[config.mk]
export PLATFORM = sky130hd
export DESIGN_NAME = dac_word_rx
export DESIGN_NICKNAME = d
export VERILOG_FILES = /design/src/rtl/dac_word_rx_pkg.sv /design/src/rtl/dwr_sync.sv /design/src/rtl/dwr_edge.sv /design/src/rtl/dwr_shift.sv /design/src/rtl/dwr_decode.sv /design/src/rtl/dac_word_rx.sv
export SDC_FILE = /design/constraint.sdc
export NUM_CORES = 1
export LEC_CHECK = 0
export BUFFER_PORTS_ARGS = -buffer_cell sky130_fd_sc_hd__buf_2
export CORE_MARGIN = 1.5
export CORE_UTILIZATION = 35
export CTS_CLUSTER_DIAMETER = 30
export CTS_CLUSTER_SIZE = 16
export DETAILED_ROUTE_END_ITERATION = 12
export HOLD_SLACK_MARGIN = 0.02
export PLACE_DENSITY = 0.51
export RECOVER_POWER = 100
export SLEW_MARGIN = 25
export SYNTH_ARGS = -nofsm -noshare
export SYNTH_HDL_FRONTEND = slang
export SYNTH_SLANG_ARGS = --single-unit
[constraint.sdc]
create_clock -name clk -period 3.19 [get_ports clk]
set_input_delay 0.1595 -clock clk [delete_from_list [all_inputs] [get_ports clk]]
set_output_delay 0.1595 -clock clk [all_outputs]
set_load 0.05 [all_outputs]
[src/rtl/dac_word_rx_pkg.sv]
package dac_word_rx_pkg;

   typedef enum logic {
      FR_IDLE = 1'b0,
      FR_RECV = 1'b1
   } frame_st_e;

   localparam int DEF_WORD_W = 16;
   localparam int DEF_CODE_W = 12;

endpackage

[src/rtl/dwr_sync.sv]
module dwr_sync #(
   parameter int             WIDTH   = 4,
   parameter int             STAGES  = 2,
   parameter logic [WIDTH-1:0] RST_VAL = '0
) (
   input  logic             clk,
   input  logic             rst_n,
   input  logic [WIDTH-1:0] d,
   output logic [WIDTH-1:0] q
);

   generate
      if (STAGES < 0) begin : g_bad_depth
         $error("dwr_sync: STAGES must not be negative");
      end

      if (STAGES == 0) begin : g_bypass
         assign q = d;
      end else begin : g_chain
         logic [WIDTH-1:0] stg [STAGES];
         for (genvar i = 0; i < STAGES; i++) begin : g_stage
            always_ff @(posedge clk or negedge rst_n) begin
               if (!rst_n) begin
                  stg[i] <= RST_VAL;
               end else begin
                  if (i == 0) begin
                     stg[i] <= d;
                  end else begin
                     stg[i] <= stg[(i == 0) ? 0 : i-1];
                  end
               end
            end
         end
         assign q = stg[STAGES-1];
      end
   endgenerate

endmodule

[src/rtl/dwr_edge.sv]
module dwr_edge (
   input  logic clk,
   input  logic rst_n,
   input  logic sclk_s,
   input  logic fsync_s,
   output logic sclk_fall,
   output logic fsync_rise
);

   logic sclk_d;
   logic fsync_d;

   always_ff @(posedge clk or negedge rst_n) begin
      if (!rst_n) begin
         sclk_d  <= 1'b0;
         fsync_d <= 1'b0;
      end else begin
         sclk_d  <= sclk_s;
         fsync_d <= fsync_s;
      end
   end

   assign sclk_fall  = sclk_d & ~sclk_s;
   assign fsync_rise = fsync_s & ~fsync_d;

endmodule

[src/rtl/dwr_shift.sv]
module dwr_shift
   import dac_word_rx_pkg::*;
#(
   parameter int WORD_W = 16,
   parameter int CNT_W  = $clog2(WORD_W + 1)
) (
   input  logic              clk,
   input  logic              rst_n,
   input  logic              restart,
   input  logic              bit_stb,
   input  logic              din,
   output logic [WORD_W-1:0] word,
   output logic              word_done,
   output logic [CNT_W-1:0]  bit_cnt
);

   localparam logic [CNT_W-1:0] LAST_BIT = CNT_W'(WORD_W - 1);

   frame_st_e        st;
   logic [WORD_W-1:0] shreg;

   generate
      if (WORD_W < 2) begin : g_bad_word
         $error("dwr_shift: WORD_W must be at least 2");
      end
   endgenerate

   always_ff @(posedge clk or negedge rst_n) begin
      if (!rst_n) begin
         st        <= FR_IDLE;
         bit_cnt   <= '0;
         shreg     <= '0;
         word_done <= 1'b0;
      end else begin
         word_done <= 1'b0;
         if (restart) begin
            st      <= FR_RECV;
            bit_cnt <= '0;
         end else if (bit_stb && (st == FR_RECV)) begin
            shreg   <= {shreg[WORD_W-2:0], din};
            bit_cnt <= bit_cnt + 1'b1;
            if (bit_cnt == LAST_BIT) begin
               st        <= FR_IDLE;
               word_done <= 1'b1;
            end
         end
      end
   end

   assign word = shreg;

endmodule

[src/rtl/dwr_decode.sv]
module dwr_decode #(
   parameter int CODE_W = 12
) (
   input  logic              clk,
   input  logic              rst_n,
   input  logic              load,
   input  logic [CODE_W-1:0] code_in,
   input  logic              fast_in,
   input  logic              pd_in,
   output logic [CODE_W-1:0] code_q,
   output logic              fast_q,
   output logic              pd_q
);

   always_ff @(posedge clk or negedge rst_n) begin
      if (!rst_n) begin
         code_q <= '0;
         fast_q <= 1'b0;
         pd_q   <= 1'b0;
      end else if (load) begin
         code_q <= code_in;
         fast_q <= fast_in;
         pd_q   <= pd_in;
      end
   end

endmodule

[src/rtl/dac_word_rx.sv]
module dac_word_rx #(
   parameter int WORD_W      = 16,
   parameter int CODE_W      = 12,
   parameter int SYNC_STAGES = 2
) (
   input  logic              clk,
   input  logic              rst_n,
   input  logic              sclk,
   input  logic              sdin,
   input  logic              fsync,
   input  logic              cs_n,
   output logic [CODE_W-1:0] dac_code,
   output logic              fast_settle,
   output logic              power_down
);

   localparam int FAST_POS = WORD_W - 2;
   localparam int PD_POS   = WORD_W - 3;
   localparam int CNT_W    = $clog2(WORD_W + 1);
   localparam int N_LINES  = 4;

   generate
      if (PD_POS < CODE_W) begin : g_bad_layout
         $error("dac_word_rx: WORD_W must leave three mode bits above CODE_W");
      end
      if (CODE_W < 1) begin : g_bad_code
         $error("dac_word_rx: CODE_W must be positive");
      end
   endgenerate

   logic [N_LINES-1:0] lines_s;
   logic               sclk_s;
   logic               sdin_s;
   logic               fsync_s;
   logic               cs_s;
   logic               sclk_fall;
   logic               fsync_rise;
   logic               bit_stb;
   logic               restart;
   logic [WORD_W-1:0]  word;
   logic               word_done;
   logic [CNT_W-1:0]   bit_cnt;

   dwr_sync #(
      .WIDTH   (N_LINES),
      .STAGES  (SYNC_STAGES),
      .RST_VAL (4'b1000)
   ) u_sync (
      .clk   (clk),
      .rst_n (rst_n),
      .d     ({cs_n, fsync, sdin, sclk}),
      .q     (lines_s)
   );

   assign sclk_s  = lines_s[0];
   assign sdin_s  = lines_s[1];
   assign fsync_s = lines_s[2];
   assign cs_s    = lines_s[3];

   dwr_edge u_edge (
      .clk        (clk),
      .rst_n      (rst_n),
      .sclk_s     (sclk_s),
      .fsync_s    (fsync_s),
      .sclk_fall  (sclk_fall),
      .fsync_rise (fsync_rise)
   );

   assign bit_stb = sclk_fall & ~cs_s;
   assign restart = fsync_rise & ~cs_s;

   dwr_shift #(
      .WORD_W (WORD_W),
      .CNT_W  (CNT_W)
   ) u_shift (
      .clk       (clk),
      .rst_n     (rst_n),
      .restart   (restart),
      .bit_stb   (bit_stb),
      .din       (sdin_s),
      .word      (word),
      .word_done (word_done),
      .bit_cnt   (bit_cnt)
   );

   dwr_decode #(
      .CODE_W (CODE_W)
   ) u_decode (
      .clk     (clk),
      .rst_n   (rst_n),
      .load    (word_done),
      .code_in (word[CODE_W-1:0]),
      .fast_in (word[FAST_POS]),
      .pd_in   (word[PD_POS]),
      .code_q  (dac_code),
      .fast_q  (fast_settle),
      .pd_q    (power_down)
   );

endmodule

After elaboration in Yosys (flattened, before gate mapping) --
Index checks and enable logic that the tools add are counted.
Operators by class: add/sub/neg operators 1, eq/ne operators 1, muxes and demuxes 8, bitwise gates (word level) 8, reductions and logical operators 5
Operators with widths (count):
- 5-bit two-way mux | 2
- 1-bit two-way mux | 6
- 5-bit by 1-bit adder with 5-bit output (second input constant) | 1
- 5-bit by 4-bit equality test with 1-bit output (second input constant) | 1
- 1-bit bitwise AND | 4
- 1-bit inverter | 4
- 2-bit AND reduction | 2
- 2-bit nonzero test | 2
- 1-bit logical AND | 1
Word-level totals: bits in registers 46, bits of input ports 6

Longest topological paths before layout --
Gate-level depths: netlist (run 1).
word-level depth 6, mapped depth 5, mapped depth without buffers 5

By module --
A second synthesis (run 1) with hierarchy kept.
Unflattened totals: cells, all modules 112, area total of the unflattened synthesis 1809.2 um^2
Modules (own cells, without submodules):
- dwr_shift | instances 1, cells each 65, area an instance 967.2 um^2, sequential area each 575.6 um^2
- dwr_decode | instances 1, cells each 29, area an instance 519.2 um^2, sequential area each 350.3 um^2
- dwr_sync | instances 1, cells each 12, area an instance 232.7 um^2, sequential area each 202.7 um^2
- dwr_edge | instances 1, cells each 4, area an instance 77.6 um^2, sequential area each 50.0 um^2
- dac_word_rx | instances 1, cells each 2, area an instance 12.5 um^2, sequential area each 0.0 um^2

Worst setup path before layout (run 1) --
Ideal clock, no wire load.
kind register to register, from reg u_sync.g_chain.stg (netlist bit u_sync.q[3]), to reg u_shift.shreg[1], in the netlist u_shift.word[1], library setup time 125 ps, arrival time 1315 ps, data required time 3065 ps, path slack 1750 ps, cell stages (with the launch flop) 5, buffers on the path 1, cell sequence dfstp_2 -> and4bb_4 -> nand2_8 -> buf_12 -> mux2_4
Between the ends: cells in the longest elaborated chain, start to end 4, elaborated cells on any way between the ends 6
RTL lines:
- start: declaration | line dwr_sync.sv:20 | logic [WIDTH-1:0] stg [STAGES];
- start signal: indexed assignment | line dwr_sync.sv:29 | stg[i] <= stg[(i == 0) ? 0 : i-1];
- 1-bit inverter * | line dac_word_rx.sv:69, dac_word_rx.sv:70
- 1-bit bitwise AND, on equally long branches | line dac_word_rx.sv:69, dac_word_rx.sv:70
- 1-bit logical AND or 1-bit inverter (tied branches)
- 2-bit AND reduction (no line) *
- end signal: assignment | line dwr_shift.sv:40 | shreg <= {shreg[WORD_W-2:0], din};
- end: declaration | line dwr_shift.sv:20 | logic [WORD_W-1:0] shreg;
Mark *: on every way between the ends. The rest lies on a longest branch, timed or not. A chain may end at the register's enable or synchronous reset.

Worst setup path in the final report (run 1) --
from reg u_sync.g_chain.stg (netlist bit u_sync.q[3]), to reg u_shift.shreg[10], in the netlist u_shift.word[10]
The elaborated chain is that of the path after synthesis.

==> impl_metrics.json, run 1 <==
{
  "status": "finished clean",
  "num_vias": 903,
  "r2r_end": "u_shift.word[10]$_DFFE_PN0P_",
  "layoutNonFillerInstCount": 200,
  "cts_tree": "done",
  "htreeDepth": 2,
  "synth_async_sr_flop_share_pct": 100,
  "path_clk_slew_ns": 0.09,
  "p_leak_uw": 0.000920,
  "worstSetupStartpointType": "flip-flop",
  "fin_tns_setup_ns": 0,
  "yosys-top-cells-area": "dfrtp_1, mux2_2, mux2_4",
  "synth_top_cell_area_share_pct": 63.4,
  "clock_latency_ns": 0.31,
  "finalHoldViolCount": 0,
  "dpl.cell_count": 187,
  "synthTopCellsByCount": "dfrtp_1, mux2_2, mux2_4",
  "drt_wl_total_mm": 2.62,
  "wl_per_cell_um": 13.1,
  "ys_ff_latch": 46,
  "seq_area_frac_synth_pct": 66.4,
  "power.density_nw_per_um2": 554,
  "ys_types": 24,
  "avgViaCountPerCell": 4.52,
  "synth_edf_count": 0,
  "initial_utilization_pct": 36.6,
  "crit_path_end": "u_shift.word[10]$_DFFE_PN0P_",
  "setup_viol": 0,
  "timing.final.ws_setup_ns": 1.26,
  "drive_gt1_share_pct": 29.3,
  "remaining_drc_errors": 0,
  "synth.most_common_cell": "dfrtp_1",
  "synth_ff_type": "dfrtp_1",
  "cts_inserted_buffers": 5,
  "p_int_uw": 818,
  "critical_path_class": "flip-flop to flip-flop",
  "fp.coreArea_um2": 4750,
  "die_y_um": 73.5,
  "hold_path_class": "flip-flop to flip-flop",
  "ant_nets": 0,
  "die_x_um": 73.5,
  "p_switching_uw": 273,
  "reg2reg_depth": 3,
  "cts.sinks": 46,
  "cts_root_buffer": "clkbuf_8",
  "syn_avg_cell_area_um2": 16.7,
  "yosys_warnings": 0,
  "clockBufferDepth": 2,
  "gp_congestion": 0.772,
  "place_area_um2": 1880,
  "grt_max_degree": 47,
  "arrival_ns": 2.12,
  "grt_pass1_wl_mm": 4.50,
  "design_area_um2": 1970,
  "globalRouteTotalUtil_pct": 11.5,
  "cap_violations": 0,
  "ios": 20,
  "cp-startpoint": "u_sync.q[3]$_DFF_PN1_",
  "synth_nets": 112,
  "final_net_count": 140,
  "firstDrtPassIters": 4,
  "worst_setup_path_end_kind": "flip-flop",
  "grt_pass1_vias": 955,
  "syn2layout_area_growth_pct": 13.3,
  "reg2reg_slack_ns": 1.26,
  "drt_iter0_markers": 63,
  "overflow": 0,
  "rsz0062_at_grt": "false",
  "dp_hpwl_mm": 1.67,
  "cts_resized": 0,
  "swShare_pct": 25.0,
  "worst_ep_required_time_ns": 3.38,
  "worstMarginPinSlew_ns": 0.735,
  "yosys.area.top_type": "dfrtp_1",
  "antenna_found_initial": 0,
  "syn_area_um2": 1740,
  "fin_crit_ns": 1.93,
  "die_area_um2": 5400,
  "slew_headroom_pct": 50.9,
  "max_freq_mhz": 518,
  "place_ws_ns": 1.73,
  "pwr-share-clk_pct": 33.6,
  "crit_fanout": 19,
  "rows": 25,
  "comb_power_share_pct": 5.8,
  "diodes": 0,
  "slew_viol_final": 0,
  "p_seq_share_pct": 60.6,
  "reg2reg_from": "u_sync.q[3]$_DFF_PN1_",
  "port_buffers": 19,
  "fin_skew_ns": 0.00865,
  "ir_drop_v": 0.000289,
  "fin_crit_sh_pct": 60.5,
  "syn-instance-count": 104
}
-- sequential cells by signal, indices dropped and copies added (netlist names) --
name and count:
u_shift.bit_cnt 5, u_sync.q 4, u_edge.fsync_d 1, u_edge.sclk_d 1, u_decode.fast_q 1, u_shift.word_done 1
u_sync.g_chain.stg 4, u_decode.pd_q 1, u_decode.code_q 12, u_shift.st 1, u_shift.word 15
-- layer usage --
| layer | part of all wire (%) | wire length (um) | up-vias | global-route usage (%) |
|---|---|---|---|---|
| met5 | 0 | 0 | - | 0 |
| met4 | 2.9 | 75 | 0 | 7.41 |
| met3 | 3.8 | 99 | 7 | 3.29 |
| met2 | 43 | 1140 | 17 | 16.9 |
| met1 | 50 | 1300 | 447 | 14.7 |
| li1 | - | - | 432 | - |
-- cell families (layout without fill, tap and decap cells) --
kind of cell | count (synthesis) | count (layout) | share of synthesized area [%]
simple gates | 12 | 12 | 5.90
compound gates | 8 | 8 | 2.88
mux | 30 | 30 | 20.7
buf+inv | 6 | 35 | 2.74
fa+ha+maj | 2 | 2 | 1.44
flops | 46 | 46 | 66.4
-- worst min-delay path by stage --
| stage | startpoint | end | cells past startpoint |
|---|---|---|---|
| global route | u_sync.g_chain.stg[5]$_DFF_PN0_ | u_sync.q[1]$_DFF_PN0_ | 0 |
| global placement | cs_n | u_sync.g_chain.stg[7]$_DFF_PN1_ | 1 |
| floorplan | rst_n | u_decode.code_q[0]$_DFFE_PN0P_ | 0 |
| CTS | rst_n | u_shift.word[4]$_DFFE_PN0P_ | 1 |
| finish | u_sync.g_chain.stg[5]$_DFF_PN0_ | u_sync.q[1]$_DFF_PN0_ | 0 |
| detailed placement | cs_n | u_sync.g_chain.stg[7]$_DFF_PN1_ | 1 |
-- layout make-up --
type / instances / area, um2
clock buffers: 5 / 68.8
inverters: 3 / 11.3
flip-flops and latches: 46 / 1150
multi-input cells: 52 / 498
clock inverters: 3 / 23.8
fillers: 489 / 2790
repair buffers: 24 / 130
well taps: 67 / 83.8
-- power by group through the flow --
stage	combinational (uW)	sequential, uW	clock (uW)
floorplan	68.1	662	0
global placement	83.2	675	0
detailed placement	84.7	677	0
CTS	88.5	665	377
global route	73.8	669	402
finish	63.4	661	366
-- critical path, cell delays in order, from the launching register on --
cell,delay (ns)
dfstp_1,0.60
and4bb_4,0.26
nand2_1,0.55
mux2_2,0.41
-- through the flow --
stage	power, uW	hold slack, ns	utilization [%]
after floorplan	730	-0.136	-
after global placement	758	0.266	39.6
after detailed placement	762	0.270	39.6
after CTS	1130	0.0513	42.3
after global routing	1140	0.369	41.4
final	1090	0.360	41.4
-- layout by cell type, fill, tap and decap left out, types with 2 or more instances in the layout --
master / n
mux2_1: 6
clkbuf_1: 14
o22ai_1: 2
nand4b_1: 3
nand2_1: 3
inv_1: 3
ha_1: 2
o21ai_0: 2
clkinvlp_4: 2
a21oi_1: 2
buf_2: 4
dlygate4sd3_1: 5
dfrtp_1: 44
mux2_2: 23
clkbuf_8: 5
-- what timing repair did --
item                                   4_1_cts  5_1_grt
setup endpoints to repair                    0        0
setup buffers                                0        0
endpoints found under the hold margin        4       44
hold buffers                                 4        1
Power figures use the tool's default switching activity.
==> inputs of run 2 (changes only) <==
PLACE_DENSITY = 0.53   (was 0.51)
clock period = 1.76 ns   (was 3.19 ns; I/O delays follow)
==> run 2 against run 1 <==
Sequential power up 82%. Core utilization up 0.89 points. Critical endpoint is now u_shift.word[8]$_DFFE_PN0P_. Largest power group unchanged. Worst hold slack worse by 0.0075 ns. Fmax up 28%. Sequential share of layout area down 1.2 points.
==> impl_metrics.json, run 2 (synthesis gave the netlist of run 1 again) <==
{
  "hold_path_class": "flip-flop to flip-flop",
  "path_clk_slew_ns": 0.08,
  "die_y_um": 73.5,
  "cts_tree": "done",
  "critical-path-top-delay-family": "flip-flops",
  "final_core_util_pct": 42.3,
  "worstSetupStartpointType": "flip-flop",
  "final_common_cell": "dfrtp_1",
  "max_freq_mhz": 662,
  "power.density_nw_per_um2": 987,
  "largest_reg_flops": 15,
  "swShare_pct": 23.1,
  "globalRouteTotalUtil_pct": 11.1,
  "setup_viol": 0,
  "drt_wl_total_mm": 2.55,
  "overflow": 0,
  "die_area_um2": 5400,
  "worst_ep_required_time_ns": 1.94,
  "syn2layout_area_growth_pct": 15.8,
  "cap_violations": 0,
  "dr.max_layer_used": "met4",
  "ir_drop_v": 0.000577,
  "ios": 20,
  "rows": 25,
  "port_buffers": 19,
  "diodes": 0,
  "fp.coreArea_um2": 4750,
  "avgViaCountPerCell": 4.46,
  "cts_setup_buffers": 0,
  "wl_met1_mm": 1.31,
  "cp_slowest_cell": "dfstp_1",
  "slew_headroom_pct": 24.1,
  "critPathMaxStageDelay_ns": 0.60,
  "cts.sinks": 46,
  "gp_congestion": 0.681,
  "dpl.cell_count": 189,
  "finalHoldViolCount": 0,
  "cts_resized": 0,
  "slew_viol_final": 0,
  "grt_pass1_wl_mm": 4.47,
  "layout_common_cells": "dfrtp_1, mux2_2, clkbuf_1",
  "dr_wl_met2_mm": 1.10,
  "worstMarginPinSlew_ns": 1.14,
  "initial_utilization_pct": 36.6,
  "cp_cell_sequence": "and4bb_4 -> nand2_8 -> mux2_2",
  "p_int_uw": 1530,
  "clock_latency_ns": 0.29,
  "worst_setup_path_end_kind": "flip-flop",
  "drive_gt1_share_pct": 30.4,
  "die_x_um": 73.5,
  "layoutNonFillerInstCount": 202,
  "p_leak_uw": 0.000939,
  "ant_nets": 0,
  "rsz0062_at_grt": "false",
  "pwr-share-clk_pct": 32.8,
  "htreeDepth": 2,
  "num_vias": 901,
  "drt_iter0_markers": 30,
  "p_switching_uw": 459,
  "fin_crit_ns": 1.51,
  "clockBufferDepth": 2,
  "fin_skew_ns": 0.00435,
  "cts_root_buffer": "clkbuf_8",
  "status": "finished clean",
  "fin_crit_sh_pct": 85.8,
  "route.met3.wl_um": 96,
  "crit_fanout": 19,
  "critical_path_class": "flip-flop to flip-flop",
  "antenna_found_initial": 0,
  "p_seq_share_pct": 60.6,
  "remaining_drc_errors": 0,
  "grt_pass1_vias": 911,
  "dp_hpwl_mm": 1.75,
  "wl_per_cell_um": 12.6,
  "final_net_count": 142,
  "arrival_ns": 1.69,
  "cts_inserted_buffers": 5,
  "grt_max_degree": 28,
  "fin_tns_setup_ns": 0,
  "hold_buffers": 5,
  "comb_power_share_pct": 6.6,
  "firstDrtPassIters": 4,
  "crit_buf_inv": 0
}
## run 2: path summary, 6_finish.rpt
check,slack [ns],end,startpoint,depth (start not counted)
min in group asynchronous,0.54,u_edge.fsync_d$_DFF_PN0_,rst_n,2
min,0.35,u_sync.q[2]$_DFF_PN0_,u_sync.g_chain.stg[6]$_DFF_PN0_,0
max in group asynchronous,0.52,u_decode.pd_q$_DFFE_PN0P_,rst_n,3
max,0.25,u_shift.word[8]$_DFFE_PN0P_,u_sync.q[3]$_DFF_PN1_,3
min reg2reg,0.35,u_sync.q[2]$_DFF_PN0_,u_sync.g_chain.stg[6]$_DFF_PN0_,0
max reg2reg,0.25,u_shift.word[8]$_DFFE_PN0P_,u_sync.q[3]$_DFF_PN1_,3
## run 2: worst register-to-register path, delay by kind of cell (launching register included)
family | cells | cell delay, ns
DFF | 1 | 0.60
and+or+nand+nor | 2 | 0.44
muxes | 1 | 0.36
## run 2: metal layers
layer	GRT usage [%]	vias up
met5	0	-
met4	5.56	0
met3	3.70	4
met2	15.3	18
met1	15.7	447
li1	-	432
## run 2: stage by stage
stage / hold slack [ns] / setup WS (ns) / power [uW] / instance area [um2]
finish: 0.353 / 0.250 / 1980 / 2010
floorplan: -0.208 / 0.320 / 1320 / 1740
CTS: 0.287 / 0.279 / 2050 / 2050
detailed placement: 0.0681 / 0.293 / 1390 / 1910
global route: 0.362 / 0.146 / 2080 / 2010
global placement: 0.0633 / 0.318 / 1380 / 1910
## run 2: power by group through the flow
| stage | sequential (uW) | combinational, uW | clock, uW |
|---|---|---|---|
| 6_report | 1200 | 131 | 651 |
| 5_1_grt | 1210 | 149 | 716 |
| 4_1_cts | 1210 | 167 | 678 |
| 3_5_place_dp | 1230 | 159 | 0 |
| 3_3_place_gp | 1220 | 154 | 0 |
| 2_1_floorplan | 1200 | 123 | 0 |
## run 2: cell type report
type | instances | area, um2
fillers | 461 | 2740
flip-flops and latches | 46 | 1150
multi-input cells | 52 | 518
repair buffers | 26 | 150
well taps | 67 | 83.8
clock buffers | 6 | 82.6
clock inverters | 2 | 12.5
inverters | 3 | 11.3
